===== src/rtl/arctan2_pkg.sv =====
package arctan2_pkg;
  localparam int FP_EXP_W = 8;
  localparam int FP_MAN_W = 23;
  localparam int FP_W     = 1 + FP_EXP_W + FP_MAN_W;

  typedef enum logic [1:0] {
    CLS_FINITE = 2'd0,
    CLS_ZERO   = 2'd1,
    CLS_INF    = 2'd2,
    CLS_NAN    = 2'd3
  } fp_cls_e;

  // Unsigned magnitudes; the sign bit is attached at resolution time.
  localparam logic [FP_W-2:0] MAG_ZERO = '0;
  localparam logic [FP_W-2:0] MAG_PI   = 31'h40490FDB;
  localparam logic [FP_W-2:0] MAG_PI2  = 31'h3FC90FDB;
  localparam logic [FP_W-2:0] MAG_PI4  = 31'h3F490FDB;
  localparam logic [FP_W-2:0] MAG_3PI4 = 31'h4016CBE4;

  typedef struct packed {
    logic            special;
    logic            core;
    logic [FP_W-1:0] result;
    logic            y_sign;
    logic            x_neg;
  } verdict_t;
endpackage


===== src/rtl/fp_operand_class.sv =====
module fp_operand_class
  import arctan2_pkg::*;
#(
  parameter int EXP_W = FP_EXP_W,
  parameter int MAN_W = FP_MAN_W,
  localparam int W    = 1 + EXP_W + MAN_W
) (
  input  logic [W-1:0] op,
  output fp_cls_e      cls
);
  logic exp_ones, exp_zero, man_nz;

  always_comb begin
    exp_ones = &op[W-2:MAN_W];
    exp_zero = ~|op[W-2:MAN_W];
    man_nz   = |op[MAN_W-1:0];
    // Subnormals (exp_zero with man_nz) fall through to finite.
    if (exp_ones)                 cls = man_nz ? CLS_NAN : CLS_INF;
    else if (exp_zero && !man_nz) cls = CLS_ZERO;
    else                          cls = CLS_FINITE;
  end
endmodule


===== src/rtl/atan2_case_select.sv =====
module atan2_case_select
  import arctan2_pkg::*;
#(
  parameter int EXP_W = FP_EXP_W,
  parameter int MAN_W = FP_MAN_W,
  localparam int W    = 1 + EXP_W + MAN_W
) (
  input  logic [W-1:0] y,
  input  logic [W-1:0] x,
  input  fp_cls_e      cls_y,
  input  fp_cls_e      cls_x,
  output verdict_t     verdict
);
  function automatic logic [W-1:0] quieten(input logic [W-1:0] v);
    return {v[W-1:MAN_W], 1'b1, v[MAN_W-2:0]};
  endfunction

  logic sy, sx;

  always_comb begin
    sy      = y[W-1];
    sx      = x[W-1];
    verdict = '0;
    verdict.special = 1'b1;
    if (cls_x == CLS_NAN) begin
      verdict.result = quieten(x);
    end else if (cls_y == CLS_NAN) begin
      verdict.result = quieten(y);
    end else if (cls_x == CLS_INF) begin
      if (sx) verdict.result = {sy, (cls_y == CLS_INF) ? MAG_3PI4 : MAG_PI};
      else    verdict.result = {sy, (cls_y == CLS_INF) ? MAG_PI4  : MAG_ZERO};
    end else if (cls_y == CLS_INF) begin
      verdict.result = {sy, MAG_PI2};
    end else if (cls_x == CLS_ZERO && cls_y != CLS_ZERO) begin
      verdict.result = {sy, MAG_PI2};
    end else if (cls_y == CLS_ZERO) begin
      verdict.result = {sy, sx ? MAG_PI : MAG_ZERO};
    end else begin
      verdict.special = 1'b0;
      verdict.core    = 1'b1;
      verdict.y_sign  = sy;
      verdict.x_neg   = sx;
    end
  end
endmodule


===== src/rtl/arctan2_special_front.sv =====
module arctan2_special_front
  import arctan2_pkg::*;
#(
  parameter int EXP_W = FP_EXP_W,
  parameter int MAN_W = FP_MAN_W,
  localparam int W    = 1 + EXP_W + MAN_W,
  localparam int NOPS = 2
) (
  input  logic         clk,
  input  logic         rst,
  input  logic         in_valid,
  input  logic [W-1:0] in_y,
  input  logic [W-1:0] in_x,
  output logic         out_valid,
  output logic         out_special,
  output logic [W-1:0] out_result,
  output logic         out_core,
  output logic         out_y_sign,
  output logic         out_x_neg
);
  logic [W-1:0] operand [NOPS];
  fp_cls_e      cls     [NOPS];
  verdict_t     nxt;

  assign operand[0] = in_y;
  assign operand[1] = in_x;

  for (genvar g = 0; g < NOPS; g++) begin : g_cls
    fp_operand_class #(.EXP_W(EXP_W), .MAN_W(MAN_W)) u_cls (
      .op  (operand[g]),
      .cls (cls[g])
    );
  end

  atan2_case_select #(.EXP_W(EXP_W), .MAN_W(MAN_W)) u_sel (
    .y       (in_y),
    .x       (in_x),
    .cls_y   (cls[0]),
    .cls_x   (cls[1]),
    .verdict (nxt)
  );

  always_ff @(posedge clk) begin
    if (rst) begin
      out_valid   <= 1'b0;
      out_special <= 1'b0;
      out_result  <= '0;
      out_core    <= 1'b0;
      out_y_sign  <= 1'b0;
      out_x_neg   <= 1'b0;
    end else begin
      out_valid   <= in_valid;
      out_special <= in_valid & nxt.special;
      out_result  <= in_valid ? nxt.result : '0;
      out_core    <= in_valid & nxt.core;
      out_y_sign  <= in_valid & nxt.y_sign;
      out_x_neg   <= in_valid & nxt.x_neg;
    end
  end

  logic x_is_nan, res_is_nan;
  assign x_is_nan   = (&in_x[W-2:MAN_W]) && (|in_x[MAN_W-1:0]);
  assign res_is_nan = (&out_result[W-2:MAN_W]) && (|out_result[MAN_W-1:0]);

  a_r1_reset_clears: assert property (@(posedge clk)
    rst |=> (!out_valid && !out_special && !out_core));

  a_r2_valid_follows: assert property (@(posedge clk) disable iff (rst)
    in_valid |=> out_valid);

  a_r2_idle_follows: assert property (@(posedge clk) disable iff (rst)
    !in_valid |=> !out_valid);

  a_r3_one_route: assert property (@(posedge clk) disable iff (rst)
    out_valid |-> ($countones({out_special, out_core}) == 1));

  a_r3_no_route_idle: assert property (@(posedge clk) disable iff (rst)
    !out_valid |-> (!out_special && !out_core));

  a_r4_x_nan_quiet: assert property (@(posedge clk) disable iff (rst)
    (in_valid && x_is_nan) |=> (out_special &&
      out_result == {$past(in_x[W-1:MAN_W]), 1'b1, $past(in_x[MAN_W-2:0])}));

  // Covers R6, R7, R8, R9 and R10: non-NaN special results carry the sign of y.
  a_r6_sign_of_y: assert property (@(posedge clk) disable iff (rst)
    (out_special && !res_is_nan) |-> (out_result[W-1] == $past(in_y[W-1])));

  a_r11_core_result_zero: assert property (@(posedge clk) disable iff (rst)
    out_core |-> (out_result == '0));
endmodule


===== config.mk =====
export PLATFORM = sky130hd
export DESIGN_NAME = arctan2_special_front
export DESIGN_NICKNAME = d
export VERILOG_FILES = /design/src/rtl/arctan2_pkg.sv /design/src/rtl/fp_operand_class.sv /design/src/rtl/atan2_case_select.sv /design/src/rtl/arctan2_special_front.sv
export SDC_FILE = /design/constraint.sdc
export NUM_CORES = 1
export LEC_CHECK = 0
export BUFFER_PORTS_ARGS = -buffer_cell sky130_fd_sc_hd__buf_2
export CORE_MARGIN = 4
export CORE_UTILIZATION = 47
export CTS_BUF_LIST = sky130_fd_sc_hd__clkbuf_16
export CTS_CLUSTER_DIAMETER = 100
export CTS_CLUSTER_SIZE = 20
export DETAILED_ROUTE_END_ITERATION = 7
export PLACE_DENSITY = 0.85
export SLEW_MARGIN = 30
export SYNTH_ARGS = -nofsm -noshare
export SYNTH_HDL_FRONTEND = slang
export SYNTH_SLANG_ARGS = --single-unit

===== constraint.sdc =====
create_clock -name clk -period 3.1 [get_ports clk]
set_input_delay 0.31 -clock clk [delete_from_list [all_inputs] [get_ports clk]]
set_output_delay 0.31 -clock clk [all_outputs]
set_load 0.01 [all_outputs]

==> results.md <==
* Vias per cell at 6.08
* Clk pwr share at 53.0%
* Cts hold-fix bufs at 0
* Synth Instances at 195
* Worst hold endpoint: out_y_sign$_SDFF_PP0_
* Post-synth cell types at 40
* Endpoint class of the critical path: flip-flop
* Final WS setup at 807 ps
* Leak Pwr at 1.08 nW
* WL final at 6010 um
* Power consumption at 1.22 mW
* DRT antenna net count at 0
* Final instance area at 2520 um^2
* Worst min path class: in -> reg
* Clock Path Buffers at 2
* Tot GR Track Use at 24.1%
* Hold path start: in_y[31]
* Number of CTS-inserted buffers at 5
* Worst Path Max Fanout at 8
* Worst-margin pin slew at 766 ps
* Critical Path Start Type: primary input
* CTS sink count at 37
* Slew Viols, Final at 0
* Yosys reg bits at 37
* Postcts setup bufs at 0
* Area contributors post-synth: dfxtp_1, a21oi_1, a211o_1
* Routed WL per cell at 17.5 um
* Final std cells w/o fill at 343
* Comb power frac at 7.8%
* Boundary Pins at 104
* First-pass GRT wire length at 9570 um
* Pin count of the biggest net entering global routing at 22
* Critical setup path kind: in -> reg
* Clock edge transition at the registers on the reported setup and hold paths at 50 ps
* Final Setup Violations at 0
* H-tree levels at 2
* P per Cell Area at 485 nW/um^2
* Min cycle time layout at 2290 ps
* CTS tree: built
* GP Congestion at 0.904
* CORE AREA at 3690 um^2
* Pre-antenna DRT Iters at 4
* MaxCap Viol Count at 0
* Port Buffers at 103
* Placed cell count at 335
* Detailed placement HPWL at 4340 um
* Starting density of the core at 49.0%
* DR vias at 2084
* Post-synth top area cell: dfxtp_1
* Layout cells sized above 1 at 44.7%
* Worst VDD drop at 0.281 mV
* # DRC at 0
* Post-place setup slack at 528 ps
* Initial antenna violation count at 0
* Synth warnings at 0
* Synth top area share at 41.0%
* Resized cells post-CTS at 0
* # rows at 22
* Post-DP Area at 2330 um^2
* Max_slew headroom at 49.0%
* ANT cells at 0
* WHS Path Cells at 2
* Final core occ at 68.4%
* Layout area overhead at 39.5%
* Hold slack at 273 ps
* Status: finished, final reports clean
* Die Y at 70 um
* CP required at 3230 ps
* Final TNS setup at 0 ps
* Die X at 70 um
* Number of synthesized flops with an enable pin at 0
* Sw Share at 19.7%
* Part of the power in registers at 39.2%
* Die area at 4900 um^2
* RSZ-0062 raised after global routing: no
* Final period utilization at 74.0%
* Post-synthesis sequential area ratio at 41.0%
* List of most frequent post-synthesis cells: dfxtp_1, a21oi_1, nand2_1
* Vias in the first global route at 2047
* Fin. Hold Viols at 0
* Most frequent cell after synthesis: dfxtp_1
* Ys flop type: dfxtp_1
* Crit path arrival time at 2420 ps
* Grt total ovfl at 0
* P_sw at 0.242 mW
* Internal at 0.982 mW
* Net count after synthesis at 265
* Post-synth ARST share at 0%
* Iteration-0 DRC Markers at 269
* Syn Area/Cell at 9.27 um^2
* Post-Syn Area at 1810 um^2
* Net count reported at finish at 364
* Max Freq at 0.436 GHz
* Root Driver: clkbuf_16
-- power by group through the flow --
| stage | sequential (mW) | clock (mW) | combinational (mW) |
|---|---|---|---|
| after floorplan | 0.492 | 0 | 0.0260 |
| after global placement | 0.490 | 0 | 0.0910 |
| after detailed placement | 0.490 | 0 | 0.0929 |
| after CTS | 0.480 | 0.650 | 0.0941 |
| after global routing | 0.480 | 0.674 | 0.104 |
| final | 0.479 | 0.648 | 0.0960 |
-- cell type report --
class | count | area, um^2
Clock buffer | 5 | 125
Clock inverter | 3 | 65.1
Fill cell | 307 | 1170
Inverter | 3 | 11.3
Multi-Input combinational cell | 140 | 973
Sequential cell | 37 | 741
Tap cell | 48 | 60.1
Timing Repair Buffer | 107 | 546
-- cells in the final DEF, fill, tap and decap left out, types with 2 or more instances in the layout --
cell       Yosys  routed
o311ai_1       5       5
nor2_1         3       3
nand3_1        3       3
a21oi_1       31      31
o311ai_0       7       7
ha_1           3       3
nor4_1        10      10
nand4_1        6       6
a211o_1       12      12
buf_2          5     103
nand2_1       15      15
bufinv_16      0       2
clkbuf_16      0       5
dfxtp_1       37      37
nor4_2         5       5
nor3_1         4       4
buf_4          3       4
and2_1         3       3
o21ai_0       11      11
inv_1          3       3
o21ai_2        2       2
a211oi_1       2       2
-- kinds of logic (layout without fill, tap and decap cells) --
kind of cell / count (synthesis) / count (layout) / share of synthesized area (%)
buffers and inverters: 18 / 118 / 5.12
AND/OR/NAND/NOR: 58 / 58 / 20.2
AO/OA/AOI/OAI: 79 / 79 / 31.6
flip-flops: 37 / 37 / 41.0
adder cells (fa/ha/maj): 3 / 3 / 2.08
-- sequential cells by signal (all words and copies together) (netlist names) --
name / count
out_special: 1
out_core: 1
out_y_sign: 1
out_x_neg: 1
out_result: 32
out_valid: 1
-- worst max-delay path, stage by stage --
cell	delay (ps)
buf_2	110
nor4_1	450
nand2_1	200
or3_2	510
ha_1	330
a211oi_4	380
a21oi_1	120
-- worst max path at each step --
stage | start | endpoint | cells after the start | slack, ps
after global routing | in_y[11] | out_result[4]$_SDFF_PP0_ | 7 | 660
after global placement | in_y[3] | out_result[3]$_SDFF_PP0_ | 7 | 610
final | in_y[3] | out_result[4]$_SDFF_PP0_ | 7 | 810
after detailed placement | in_y[3] | out_result[4]$_SDFF_PP0_ | 7 | 530
after floorplan | in_y[3] | out_result[22]$_SDFF_PP0_ | 6 | 980
after CTS | in_y[3] | out_result[4]$_SDFF_PP0_ | 7 | 820
-- metal layers --
layer	wire [um]	track usage, %	part of all wire, %	vias to the layer above
li1	-	-	-	957
met1	2240	28.9	37	981
met2	2980	39.5	50	127
met3	628	7.63	10	19
met4	160	10.6	2.7	0
met5	0	0	0	-
(Power assumes the default switching activity.)
